$ cat config.mk
export PLATFORM = sky130hd
export DESIGN_NAME = mp_irq_ctrl
export DESIGN_NICKNAME = d
export VERILOG_FILES = /design/src/rtl/mpic_pkg.sv /design/src/rtl/mpic_edge_det.sv /design/src/rtl/mpic_cpu_sel.sv /design/src/rtl/mpic_ack_unit.sv /design/src/rtl/mp_irq_ctrl.sv
export SDC_FILE = /design/constraint.sdc
export NUM_CORES = 1
export LEC_CHECK = 0
export BUFFER_PORTS_ARGS = -buffer_cell sky130_fd_sc_hd__buf_2
export CORE_ASPECT_RATIO = 1.25
export CORE_MARGIN = 10
export CORE_UTILIZATION = 45
export DETAILED_ROUTE_END_ITERATION = 10
export GPL_TIMING_DRIVEN = 0
export SLEW_MARGIN = 30
export SYNTH_ARGS = -nofsm -noshare
export SYNTH_HDL_FRONTEND = slang
export SYNTH_SLANG_ARGS = --single-unit
$ cat constraint.sdc
create_clock -name clk -period 4.18 [get_ports clk]
set_input_delay 0.418 -clock clk [delete_from_list [all_inputs] [get_ports clk]]
set_output_delay 0.418 -clock clk [all_outputs]
set_load 0.1 [all_outputs]
$ cat src/rtl/mpic_pkg.sv
package mpic_pkg;
    localparam int unsigned SRC_W  = 32;
    localparam int unsigned LVL_W  = 4;
    localparam int unsigned ID_W   = 5;
    localparam int unsigned BUS_AW = 8;

    localparam logic [1:0] BANK_GLOBAL = 2'd0;
    localparam logic [1:0] BANK_MASK   = 2'd1;
    localparam logic [1:0] BANK_FORCE  = 2'd2;
    localparam logic [1:0] BANK_EXTACK = 2'd3;

    localparam logic [3:0] SEL_GROUP  = 4'd0;
    localparam logic [3:0] SEL_PEND   = 4'd1;
    localparam logic [3:0] SEL_FORCE0 = 4'd2;
    localparam logic [3:0] SEL_CLEAR  = 4'd3;

    function automatic logic [LVL_W-1:0] highest_level(input logic [15:0] vec);
        logic [LVL_W-1:0] r;
        r = '0;
        for (int i = 1; i < 16; i++) begin
            if (vec[i]) r = LVL_W'(i);
        end
        return r;
    endfunction

    function automatic logic [ID_W-1:0] highest_ext(input logic [15:0] vec);
        logic [ID_W-1:0] r;
        r = '0;
        for (int i = 0; i < 16; i++) begin
            if (vec[i]) r = ID_W'(16 + i);
        end
        return r;
    endfunction
endpackage

$ cat src/rtl/mpic_edge_det.sv
module mpic_edge_det #(
    parameter int unsigned WIDTH = 32
) (
    input  logic             clk,
    input  logic             rst_n,
    input  logic [WIDTH-1:0] lines,
    output logic [WIDTH-1:0] rise
);
    logic [WIDTH-1:0] prev_q;

    always_ff @(posedge clk or negedge rst_n) begin
        if (!rst_n) prev_q <= '0;
        else        prev_q <= lines;
    end

    assign rise = lines & ~prev_q;
endmodule

$ cat src/rtl/mpic_cpu_sel.sv
module mpic_cpu_sel
    import mpic_pkg::*;
#(
    parameter int unsigned EXT_LEVEL = 12
) (
    input  logic [SRC_W-1:0] active,
    input  logic [15:0]      group_hi,
    output logic [LVL_W-1:0] level,
    output logic [ID_W-1:0]  ext_id
);
    localparam logic [LVL_W-1:0] EXT_L = LVL_W'(EXT_LEVEL);
    localparam bool_ext = (EXT_LEVEL != 0);

    logic        ext_any;
    logic [15:0] lvl_vec;
    logic [15:0] hi_vec;

    assign ext_any = bool_ext && (|active[31:16]);

    always_comb begin
        lvl_vec = '0;
        for (int l = 1; l < 16; l++) begin
            lvl_vec[l] = active[l] || (ext_any && (EXT_L == LVL_W'(l)));
        end
    end

    assign hi_vec = lvl_vec & {group_hi[15:1], 1'b0};
    assign level  = (|hi_vec) ? highest_level(hi_vec) : highest_level(lvl_vec);
    assign ext_id = bool_ext ? highest_ext(active[31:16]) : '0;
endmodule

$ cat src/rtl/mpic_ack_unit.sv
module mpic_ack_unit
    import mpic_pkg::*;
#(
    parameter int unsigned EXT_LEVEL = 12
) (
    input  logic             ack_valid,
    input  logic [LVL_W-1:0] ack_level,
    input  logic [ID_W-1:0]  ext_id,
    input  logic [SRC_W-1:0] force_bits,
    output logic [SRC_W-1:0] clr_pend,
    output logic [SRC_W-1:0] clr_force,
    output logic             id_load,
    output logic [ID_W-1:0]  id_next
);
    localparam logic [LVL_W-1:0] EXT_L = LVL_W'(EXT_LEVEL);

    logic             is_ext;
    logic [ID_W-1:0]  target;
    logic [SRC_W-1:0] onehot;
    logic             from_force;

    assign is_ext  = (EXT_LEVEL != 0) && (ack_level == EXT_L);
    assign target  = (is_ext && ext_id != '0) ? ext_id : {1'b0, ack_level};
    assign onehot  = (ack_valid && target != '0) ? (SRC_W'(1) << target) : '0;
    assign from_force = |(force_bits & onehot);

    assign clr_force = from_force ? onehot : '0;
    assign clr_pend  = from_force ? '0 : onehot;
    assign id_load   = ack_valid;
    assign id_next   = is_ext ? ext_id : '0;
endmodule

$ cat src/rtl/mp_irq_ctrl.sv
module mp_irq_ctrl
    import mpic_pkg::*;
#(
    parameter int unsigned NCPU      = 2,
    parameter int unsigned EXT_LEVEL = 12
) (
    input  logic                  clk,
    input  logic                  rst_n,
    input  logic [SRC_W-1:0]      irq_in,
    input  logic                  bus_we,
    input  logic [BUS_AW-1:0]     bus_addr,
    input  logic [31:0]           bus_wdata,
    output logic [31:0]           bus_rdata,
    input  logic [NCPU-1:0]       ack_valid,
    input  logic [NCPU*LVL_W-1:0] ack_level,
    output logic [NCPU*LVL_W-1:0] irl_out
);
    localparam logic [SRC_W-1:0] NO_BIT0 = ~SRC_W'(1);

    logic [SRC_W-1:0] rise_raw;
    logic [SRC_W-1:0] rise;
    logic [15:0]      group_q;
    logic [SRC_W-1:0] pend_q;
    logic [SRC_W-1:0] pend_nx;
    logic [SRC_W-1:0] clr_all;

    logic [NCPU*SRC_W-1:0] mask_flat;
    logic [NCPU*SRC_W-1:0] force_flat;
    logic [NCPU*SRC_W-1:0] clrp_flat;
    logic [NCPU*ID_W-1:0]  extack_flat;

    logic [1:0] bank;
    logic [3:0] sel;
    logic       we_group, we_pend, we_force0, we_clear;
    logic       unused_bits;

    assign bank = bus_addr[7:6];
    assign sel  = bus_addr[5:2];
    assign unused_bits = ^{bus_addr[1:0], rise_raw[0]};

    assign we_group  = bus_we && bank == BANK_GLOBAL && sel == SEL_GROUP;
    assign we_pend   = bus_we && bank == BANK_GLOBAL && sel == SEL_PEND;
    assign we_force0 = bus_we && bank == BANK_GLOBAL && sel == SEL_FORCE0;
    assign we_clear  = bus_we && bank == BANK_GLOBAL && sel == SEL_CLEAR;

    mpic_edge_det #(.WIDTH(SRC_W)) u_edge (
        .clk   (clk),
        .rst_n (rst_n),
        .lines (irq_in),
        .rise  (rise_raw)
    );
    assign rise = rise_raw & NO_BIT0;

    always_ff @(posedge clk or negedge rst_n) begin
        if (!rst_n)        group_q <= '0;
        else if (we_group) group_q <= {bus_wdata[15:1], 1'b0};
    end

    always_comb begin
        clr_all = we_clear ? bus_wdata : '0;
        for (int c = 0; c < NCPU; c++) begin
            clr_all = clr_all | clrp_flat[c*SRC_W +: SRC_W];
        end
        pend_nx = (((we_pend ? bus_wdata : pend_q) & ~clr_all) | rise) & NO_BIT0;
    end

    always_ff @(posedge clk or negedge rst_n) begin
        if (!rst_n) pend_q <= '0;
        else        pend_q <= pend_nx;
    end

    for (genvar c = 0; c < NCPU; c++) begin : g_cpu
        logic [SRC_W-1:0] mask_q, force_q, act, clr_p, clr_f;
        logic [ID_W-1:0]  extack_q, ext_id, id_next;
        logic [LVL_W-1:0] lvl_nx, irl_q;
        logic             we_mask, we_force, id_load;

        assign we_mask  = bus_we && bank == BANK_MASK && sel == 4'(c);
        assign we_force = (bus_we && bank == BANK_FORCE && sel == 4'(c)) ||
                          (c == 0 && we_force0);
        assign act = (pend_q | force_q) & mask_q;

        mpic_cpu_sel #(.EXT_LEVEL(EXT_LEVEL)) u_sel (
            .active   (act),
            .group_hi (group_q),
            .level    (lvl_nx),
            .ext_id   (ext_id)
        );

        mpic_ack_unit #(.EXT_LEVEL(EXT_LEVEL)) u_ack (
            .ack_valid  (ack_valid[c]),
            .ack_level  (ack_level[c*LVL_W +: LVL_W]),
            .ext_id     (ext_id),
            .force_bits (force_q),
            .clr_pend   (clr_p),
            .clr_force  (clr_f),
            .id_load    (id_load),
            .id_next    (id_next)
        );

        always_ff @(posedge clk or negedge rst_n) begin
            if (!rst_n) begin
                mask_q   <= '0;
                force_q  <= '0;
                extack_q <= '0;
                irl_q    <= '0;
            end else begin
                if (we_mask) mask_q <= bus_wdata & NO_BIT0;
                force_q <= ((we_force ? bus_wdata : force_q) & ~clr_f) & NO_BIT0;
                if (id_load) extack_q <= id_next;
                irl_q <= lvl_nx;
            end
        end

        assign mask_flat[c*SRC_W +: SRC_W]   = mask_q;
        assign force_flat[c*SRC_W +: SRC_W]  = force_q;
        assign clrp_flat[c*SRC_W +: SRC_W]   = clr_p;
        assign extack_flat[c*ID_W +: ID_W]   = extack_q;
        assign irl_out[c*LVL_W +: LVL_W]     = irl_q;
    end

    always_comb begin
        bus_rdata = '0;
        unique case (bank)
            BANK_GLOBAL: begin
                if (sel == SEL_GROUP)       bus_rdata = {16'b0, group_q};
                else if (sel == SEL_PEND)   bus_rdata = pend_q;
                else if (sel == SEL_FORCE0) bus_rdata = force_flat[SRC_W-1:0];
            end
            BANK_MASK: begin
                if (32'(sel) < NCPU) bus_rdata = mask_flat[32'(sel)*SRC_W +: SRC_W];
            end
            BANK_FORCE: begin
                if (32'(sel) < NCPU) bus_rdata = force_flat[32'(sel)*SRC_W +: SRC_W];
            end
            BANK_EXTACK: begin
                if (32'(sel) < NCPU) bus_rdata = {27'b0, extack_flat[32'(sel)*ID_W +: ID_W]};
            end
            default: bus_rdata = '0;
        endcase
    end
endmodule

==> run_results.csv, run 1 <==
group,metric,value,unit
critical_path,cp.arrival,4650,ps
pwr,ir_drop,0.396,mV
floorplan,io_pins,125,
sta,period_needed,4250,ps
clocking,cts.path.max_buffers,3,
critical_path,r2r-end,"pend_q[26]",
synth,synth_edf_count,0,
clocking,cts.clk_slew.worst_paths,60,ps
placed_design,dp.cells,1982,
synth,avgSynthCellArea,9.19,sq um
clocking,cts_max_level,1,
sta,timing.max_slew.rel_slack,26.0,%
critical_path,critPathSlowestCell,"o41a_1",
detailed_routing,num_vias,13500,
detailed_routing,drc,0,
detailed_routing,final_antenna_net_count,0,
critical_path,r2r_slack,-70,ps
critical_path,cp-start-kind,"register",
final_layout,stdcell_count,2061,
pwr,cellPowerDensity,443,nW/um^2
synth,netlist_area,13500,sq um
synth,ys_seq_area_share,40.7,%
run_status,run_status,"finished with violations",
placed_design,gp_congestion,1.01,
final_layout,final_nets,1733,
synth,synthTopCellsByCount,"dfrtp_1 (219), o21ai_0 (129), mux2i_1 (125), nand2_1 (125), nor2_1 (99)",
detailed_routing,viasPerCell,6.55,
critical_path,cp_data_required_time,4580,ps
floorplan,dieArea,37300,sq um
placed_design,port_buffers,117,
global_route,grt_first_pass_wirelength,90200,microns
floorplan,start_util,45.8,%
sta,fin_ws,-66.2,ps
detailed_routing,wl_per_cell,30.5,microns
placed_design,dp_slack,-671,ps
critical_path,critPathBufInv,1,
sta,finalMaxSlewViolations,0,
critical_path,critPathTopFamily,"compound AO/OA/AOI/OAI gates",
critical_path,cp_slowest_stage_delay,530,ps
detailed_routing,firstDrtPassIters,7,
global_route,grt_max_degree,85,
pwr,power,7060,uW
sta,setup_viol,4,
synth,post-synth-top-area-cell,"dfrtp_1",
clocking,clk_latency,570,ps
critical_path,worstSetupPathType,"register to register",
job,drv_cap,0,
placed_design,dpl.hpwl,47100,microns
synth,synth_ff_type,"dfrtp_1",
sta,fmax,236,MHz
clocking,numCtsBuffers,26,
pwr,leakagePower,0.00675,uW
final_layout,final_util,54.1,%
sta,fin_crit_sh,102,%
detailed_routing,drt_iter0_drc,1574,
floorplan,core,29400,sq um
critical_path,cp-end-kind,"register",
sta,tightest_slew,1110,ps
synth,ys_top_cells_by_area,"dfrtp_1 (41%), mux2i_1 (9.3%), mux2_2 (7.3%)",
sta,clock-skew-final,34.2,ps
synth,ys_types,85,
clocking,cts_root_buf,"clkbuf_16",
final_layout,area_growth,18.3,%
synth,ys.warnings.count,0,
sta,hold_violations,0,
synth,synth_most_common_cell,"dfrtp_1",
floorplan,rows,70,
min_path,hold_path_end,"u_edge.prev_q[6]",
critical_path,regToRegStartpoint,"g_cpu[0].force_q[23]",
synth,synth_top_area_share,40.7,%
clocking,cts_tree,"built",
synth,synthesis.nets,1550,
critical_path,path_cells,"o21ai_1 -> nand4_1 -> o41a_1 -> o211ai_1 -> nor2_1 -> a221oi_1 -> o211ai_1 -> buf_2 -> nor4b_1 -> o22ai_1",
sta,rsz0062_at_grt,"false",
global_route,antenna_found_initial,1,
min_path,hp-start,"irq_in[6]",
critical_path,rr_worst_depth,10,
critical_path,crit_path_max_fanout,6,
detailed_routing,routed_wirelength,62900,microns
critical_path,crit_top_cell,"o211ai_1",
global_route,grt_overflow,0,
floorplan,die_h,213,microns
global_route,grt_pass1_vias,13300,
run_status,violations,"negative setup slack",
synth,async_flop_share,100,%
final_layout,drive_above_1_share,18.6,%
clocking,clock_sinks,219,
synth,ys_ff_latch,219,
min_path,holdPathStages,1,
floorplan,fp.dieW,175,microns
min_path,worstHoldPathType,"input pin to register",
final_layout,n_antenna_cell,0,
synth,synth_cells,1465,
global_route,grt_use_total,32.7,%
sta,hold_ws,12.0,ps
## sequential cells by signal (all words and copies together), names as in the netlist
name            flops
g_cpu.force_q      62
g_cpu.mask_q       62
u_edge.prev_q      31
g_cpu.irl_q         8
pend_q             31
g_cpu.extack_q     10
group_q            15
## how the worst max path moves through the flow
stage	endpoint	depth (start not counted)	slack [ps]	from
after floorplan	bus_rdata[20]	5	190	bus_addr[3]
after global placement	u_edge.prev_q[17]	1	-1330	rst_n
after detailed placement	pend_q[5]	10	-670	g_cpu[1].force_q[20]
after CTS	pend_q[14]	9	2	g_cpu[0].force_q[31]
after global routing	pend_q[26]	10	20	g_cpu[0].force_q[24]
final	pend_q[26]	10	-70	g_cpu[0].force_q[23]
## placed cells by master (no fill, tap or decap), drive strengths merged, types with 16 or more instances in the layout
master,netlist,layout
mux2i,125,125
o21ai,137,137
clkbuf,59,98
o21a,41,41
a31oi,59,59
o211ai,16,16
nand4,16,16
mux2,87,87
a21oi,97,97
nor2,99,99
buf,19,142
inv,67,68
and2,21,21
o22ai,48,48
dfrtp,219,219
o221ai,17,17
nand2,125,125
dlygate4sd3,0,30
a22oi,24,24
nand3,24,24
## cell families after synthesis
group,share of synthesized area [%]
compound gates,25.4
buf+inv,4.15
flops,40.7
mux,16.6
simple gates,13.2
## layout make-up
cell class                      instances  area, sq um
Multi-Input combinational cell       1101         7520
Timing Repair Buffer                  156         1000
Fill cell                            2831        13500
Buffer                                 77          327
Tap cell                              396          495
Sequential cell                       219         5480
Clock buffer                           38          756
Inverter                               67          251
Clock inverter                          7          103
## worst register-to-register path: stages, from the launching register on
cell and delay [ps]:
dfrtp_1 460, o21ai_1 520, nand4_1 380, o41a_1 530, o211ai_1 310, nor2_1 320, a221oi_1 420, o211ai_1 390
buf_2 320, nor4b_1 300, o22ai_1 130
## report_power, final
| group | leakage [uW] | internal (uW) | switching [uW] |
|---|---|---|---|
| Sequential | 0.00271 | 2400 | 401 |
| Combinational | 0.00361 | 611 | 1310 |
| Clock | 0.000424 | 1370 | 973 |
| Total | 0.00675 | 4390 | 2680 |
## layer usage
metal,global-route usage (%),vias up,share of wire (%)
met5,0,-,0.017
met4,20.6,2,6.8
met3,6.74,215,8.6
met2,54.2,845,47
met1,38.2,6560,37
li1,-,5873,-
## what timing repair did
item,CTS,global route
buffers inserted,3,1
hold endpoints to repair,95,0
hold buffers,30,0
endpoints found under the setup margin,32,20
resized for setup,12,9
pin swaps,1,1
## stage by stage
step	cell area (sq um)	setup TNS, ps
floorplan	13500	0
global placement	14600	-306470
detailed placement	14700	-9780
CTS	15900	0
global route	15900	0
finish	15900	-146
Note: power is estimated with default switching activity, not from simulation.
==> run 2: changes to the inputs <==
--- a/config.mk
+++ b/config.mk
@@ -6,6 +6,7 @@
 export NUM_CORES = 1
 export LEC_CHECK = 0
 export BUFFER_PORTS_ARGS = -buffer_cell sky130_fd_sc_hd__buf_2
+export CAP_MARGIN = 20
 export CORE_ASPECT_RATIO = 1.25
 export CORE_MARGIN = 10
 export CORE_UTILIZATION = 45
==> constraint.sdc (replaced) <==
create_clock -name clk -period 5.2 [get_ports clk]
set_input_delay 0.52 -clock clk [delete_from_list [all_inputs] [get_ports clk]]
set_output_delay 0.52 -clock clk [all_outputs]
set_load 0.1 [all_outputs]
==> run 2 against run 1 <==
  * Critical path type unchanged
  * Clock power decreased by 14%
  * The run now ends clean
  * Core utilization is 0.88 points lower
  * Flip-flop and latch count unchanged
  * Largest cell class unchanged
  * Maximum frequency fell by 18%
==> run_results.csv, run 2 (synthesized netlist as in run 1, its figures left out) <==
group,metric,value,unit
run_status,run_status,"completed",
sta,setup_viol,0,
critical_path,worstSetupPathType,"register to register",
floorplan,core,29400,sq um
critical_path,path_cells,"o21ai_0 -> o211ai_1 -> o211ai_1 -> a21bo_2 -> clkbuf_1 -> nor2_1 -> a211oi_1 -> nand3_2 -> o221ai_1 -> o21ai_1",
detailed_routing,viasPerCell,6.62,
sta,period_needed,5150,ps
detailed_routing,firstDrtPassIters,5,
final_layout,n_antenna_cell,0,
floorplan,io_pins,125,
sta,rsz0062_at_grt,"false",
clocking,numCtsBuffers,26,
critical_path,cp-start-kind,"register",
clocking,cts.path.max_buffers,3,
final_layout,stdcell_count,2034,
sta,fin_crit_sh,99.1,%
clocking,cts_root_buf,"clkbuf_16",
detailed_routing,num_vias,13500,
global_route,grt_use_total,32.4,%
placed_design,port_buffers,117,
critical_path,cp.arrival,5580,ps
global_route,grt_pass1_vias,13300,
placed_design,gp_congestion,1.03,
clocking,cts_max_level,1,
detailed_routing,final_antenna_net_count,0,
placed_design,dp.cells,1985,
pwr,leakagePower,0.00663,uW
floorplan,start_util,45.8,%
final_layout,area_growth,16.4,%
floorplan,die_h,213,microns
critical_path,cp_slowest_stage_delay,810,ps
critical_path,r2r_slack,50,ps
global_route,grt_max_degree,67,
pwr,ir_drop,0.285,mV
floorplan,fp.dieW,175,microns
sta,hold_violations,0,
sta,clock-skew-final,21.9,ps
critical_path,cp-startpoint,"g_cpu[1].force_q[20]",
critical_path,endpoint,"pend_q[5]",
sta,finalMaxSlewViolations,0,
min_path,worstHoldPathType,"input pin to register",
critical_path,cp-end-kind,"register",
detailed_routing,routed_wirelength,61600,microns
critical_path,crit_top_cell,"o211ai_1",
job,drv_cap,0,
sta,fin_setup_tns,0,ps
detailed_routing,drc,0,
floorplan,rows,70,
final_layout,final_nets,1704,
placed_design,dpl.hpwl,46200,microns
detailed_routing,drt_iter0_drc,1546,
critical_path,cp_data_required_time,5630,ps
sta,hold_ws,76.9,ps
global_route,grt_overflow,0,
pwr,cellPowerDensity,368,nW/um^2
critical_path,r2r-end,"pend_q[5]",
final_layout,drive_above_1_share,18.1,%
final_layout,layout_commonest_cell,"dfrtp_1",
clocking,clock_sinks,219,
sta,timing.max_slew.rel_slack,21.8,%
sta,tightest_slew,1170,ps
critical_path,regToRegStartpoint,"g_cpu[1].force_q[20]",
floorplan,dieArea,37300,sq um
sta,fmax,194,MHz
detailed_routing,wl_per_cell,30.3,microns
clocking,post-cts-setup-buffers,0,
final_layout,final_cell_mix,"dfrtp_1 (219), o21ai_0 (129), nand2_1 (125), mux2i_1 (125), buf_2 (122)",
clocking,cts.clk_slew.worst_paths,60,ps
critical_path,rr_worst_depth,10,
global_route,grt_first_pass_wirelength,89600,microns
global_route,antenna_found_initial,0,
critical_path,critPathSlowestCell,"o21ai_0",
critical_path,crit_path_max_fanout,10,
final_layout,reg.largest.list,"g_cpu.force_q (62), g_cpu.mask_q (62)",
clocking,cts_tree,"built",
clocking,clk_latency,560,ps
-- run 2: layout make-up --
| type | count | area, sq um |
|---|---|---|
| well taps | 396 | 495 |
| fillers | 2827 | 13800 |
| clock inverters | 17 | 246 |
| multi-input cells | 1101 | 7460 |
| plain buffers | 78 | 317 |
| clock buffers | 30 | 687 |
| inverters | 67 | 251 |
| repair buffers | 126 | 733 |
| flip-flops and latches | 219 | 5480 |
-- run 2: metrics by stage --
| step | util [%] | total power [uW] | setup WS (ps) | instance area (sq um) |
|---|---|---|---|---|
| final | 53.3 | 5770 | 47.5 | 15700 |
| after global routing | 53.3 | 5970 | 97.5 | 15700 |
| after CTS | 53.2 | 5740 | 239 | 15700 |
| after detailed placement | 50.0 | 3720 | 254 | 14700 |
| after global placement | 49.4 | 3690 | -417 | 14600 |
| after floorplan | - | 3140 | 708 | 13500 |
-- run 2: power by group --
part,switching (uW),leakage (uW),total [uW],internal [uW]
clock network,788,0.000453,2030,1240
logic,1020,0.00347,1490,469
registers,321,0.00271,2250,1930
total,2130,0.00663,5770,3640
-- run 2: timing repair --
| item | in CTS | in global routing |
|---|---|---|
| hold buffers | 1 | 0 |
| endpoints found under the hold margin | 41 | 0 |
| gates resized for setup | 0 | 0 |
-- run 2: metal layers --
layer | vias to the layer above | GRT usage [%] | share of wire, % | routed length (microns)
met2 | 820 | 51.5 | 46 | 28100
met4 | 0 | 23.7 | 8.0 | 4960
li1 | 5856 | - | - | -
met3 | 242 | 6.56 | 8.7 | 5370
met5 | - | 0 | 0 | 0
met1 | 6557 | 38.6 | 38 | 23200
-- run 2: worst min path at each step --
stage                      startpoint              endpoint  slack, ps  cells after the start
finish                     irq_in[29]     u_edge.prev_q[29]         80                      1
CTS                        irq_in[22]     u_edge.prev_q[22]         60                      1
detailed placement  u_edge.prev_q[17]            pend_q[17]        410                      1
global route               irq_in[22]     u_edge.prev_q[22]         70                      1
global placement    u_edge.prev_q[29]            pend_q[29]        400                      1
floorplan                       rst_n  g_cpu[0].extack_q[0]        220                      0
-- run 2: critical path: cells and delay by family (launching register included) --
family / cells / cell delay (ps)
AO/OA/AOI/OAI: 7 / 3400
flip-flops: 1 / 500
AND/OR/NAND/NOR: 2 / 590
buffers and inverters: 1 / 530
==> run 3: changes to the inputs <==
--- a/config.mk
+++ b/config.mk
@@ -16,3 +16,4 @@
 export SYNTH_ARGS = -nofsm -noshare
 export SYNTH_HDL_FRONTEND = slang
 export SYNTH_SLANG_ARGS = --single-unit
+export TNS_END_PERCENT = 5
==> constraint.sdc (replaced) <==
create_clock -name clk -period 5.2 [get_ports clk]
set_input_delay 0.78 -clock clk [delete_from_list [all_inputs] [get_ports clk]]
set_output_delay 0.78 -clock clk [all_outputs]
set_load 0.1 [all_outputs]
==> run 3 against run 2 <==
  * Clock power hardly changed
  * Count of clock-buffer cells in the layout unchanged
  * First-iteration DRC count is 5.8% lower
  * Combinational power is essentially flat
  * Routed wire length down 0.25%
  * Largest cell class unchanged
  * Via count is 0.61% lower
==> run_results.csv, run 3 (synthesized netlist as in run 1, its figures left out) <==
group,metric,value,unit
run_status,run_status,"completed",
clocking,cts_max_level,1,
critical_path,rr_worst_depth,10,
detailed_routing,drt_iter0_drc,1457,
critical_path,regToRegStartpoint,"g_cpu[1].force_q[20]",
detailed_routing,firstDrtPassIters,6,
final_layout,final_cell_mix,"dfrtp_1 (219), o21ai_0 (129), nand2_1 (125), mux2i_1 (125), buf_2 (122)",
final_layout,final_util,53.2,%
floorplan,start_util,45.8,%
detailed_routing,num_vias,13400,
detailed_routing,routed_wirelength,61400,microns
critical_path,crit_top_cell,"o211ai_1",
pwr,ir_drop,0.286,mV
critical_path,cp_slowest_stage_delay,790,ps
floorplan,dieArea,37300,sq um
final_layout,area_growth,16.3,%
placed_design,gp_congestion,1.03,
clocking,clock_sinks,219,
sta,fmax,195,MHz
critical_path,cp.arrival,5560,ps
critical_path,path_cells,"o21ai_0 -> o211ai_1 -> o211ai_1 -> a21bo_2 -> clkbuf_1 -> nor2_1 -> a211oi_1 -> nand3_2 -> o221ai_1 -> o21ai_1",
sta,tightest_slew,1150,ps
final_layout,drive_above_1_share,18.1,%
detailed_routing,drc,0,
floorplan,core,29400,sq um
placed_design,dpl.hpwl,46200,microns
critical_path,cp-end-kind,"register",
placed_design,port_buffers,117,
clocking,cts.path.max_buffers,3,
global_route,grt_first_pass_wirelength,89600,microns
critical_path,endpoint,"pend_q[5]",
critical_path,critPathSlowestCell,"o21ai_0",
global_route,grt_use_total,32.4,%
sta,setup_viol,0,
floorplan,die_h,213,microns
critical_path,cp-start-kind,"register",
clocking,numCtsBuffers,26,
sta,finalMaxSlewViolations,0,
clocking,ctsResizeCount,0,
pwr,cellPowerDensity,368,nW/um^2
clocking,cts_root_buf,"clkbuf_16",
sta,hold_ws,121,ps
floorplan,fp.dieW,175,microns
global_route,antenna_found_initial,0,
critical_path,crit_path_max_fanout,10,
critical_path,cp_data_required_time,5630,ps
final_layout,n_antenna_cell,0,
floorplan,rows,70,
clocking,cts.clk_slew.worst_paths,60,ps
pwr,leakagePower,0.00663,uW
final_layout,final_nets,1703,
sta,hold_violations,0,
sta,clock-skew-final,21.0,ps
clocking,cts_tree,"built",
floorplan,io_pins,125,
detailed_routing,final_antenna_net_count,0,
detailed_routing,wl_per_cell,30.2,microns
detailed_routing,viasPerCell,6.59,
clocking,clk_latency,560,ps
sta,rsz0062_at_grt,"false",
critical_path,r2r_slack,70,ps
final_layout,layout_commonest_cell,"dfrtp_1",
global_route,grt_max_degree,67,
min_path,worstHoldPathType,"input pin to asynchronous set/reset pin",
global_route,grt_pass1_vias,13200,
job,drv_cap,0,
clocking,hold_buffers,0,
critical_path,cp-startpoint,"g_cpu[1].force_q[20]",
final_layout,reg.largest.list,"g_cpu.force_q (62), g_cpu.mask_q (62)",
sta,period_needed,5130,ps
sta,timing.max_slew.rel_slack,23.4,%
global_route,grt_overflow,0,
sta,fin_crit_sh,98.7,%
critical_path,r2r-end,"pend_q[5]",
critical_path,worstSetupPathType,"register to register",
clocking,post-cts-setup-buffers,0,
-- run 3: changes by cell type in the layout (fill, tap and decap cells not counted), sizes merged --
cell         change
dlygate4sd3      -1
-- run 3: where the power goes --
group	switching, uW	total [uW]	internal [uW]
Sequential	319	2250	1930
Combinational	1020	1490	468
Clock	785	2030	1240
Total	2130	5770	3640
-- run 3: through the flow --
stage          setup TNS (ps)  setup WS [ps]  power (uW)  std cells  instance area [sq um]
6_report                    0           67.9        5770       2033                  15700
5_1_grt                     0           97.5        5970       2033                  15700
4_1_cts                     0            239        5740       2032                  15600
3_5_place_dp                0            254        3720       1985                  14700
3_3_place_gp          -140470           -677        3690       1978                  14600
2_1_floorplan               0            188        3140       1465                  13500
-- run 3: worst min path at each step --
stage | endpoint | slack (ps) | cells past startpoint
final | group_q[1] | 120 | 1
after floorplan | pend_q[17] | 390 | 1
after CTS | group_q[1] | 130 | 1
after global routing | group_q[1] | 140 | 1
after global placement | pend_q[29] | 400 | 1
after detailed placement | pend_q[17] | 410 | 1
-- run 3: layout make-up --
class,count,area (sq um)
Fill cell,2828,13800
Multi-Input combinational cell,1101,7460
Sequential cell,219,5480
Timing Repair Buffer,125,723
Clock buffer,30,687
Tap cell,396,495
Buffer,78,317
Inverter,67,251
Clock inverter,17,246
-- run 3: worst max-delay path: cells and delay by family (launching register included) --
| family | cells | cell delay (ps) |
|---|---|---|
| buffers and inverters | 1 | 510 |
| DFF | 1 | 500 |
| AOI/OAI and AO/OA | 7 | 3400 |
| and+or+nand+nor | 2 | 590 |
-- run 3: layer usage --
metal | vias to the layer above | routed length, microns | track usage [%]
li1 | 5833 | - | -
met1 | 6502 | 23000 | 38.5
met2 | 837 | 28200 | 51.6
met3 | 221 | 5470 | 6.56
met4 | 0 | 4780 | 23.7
met5 | - | 0 | 0
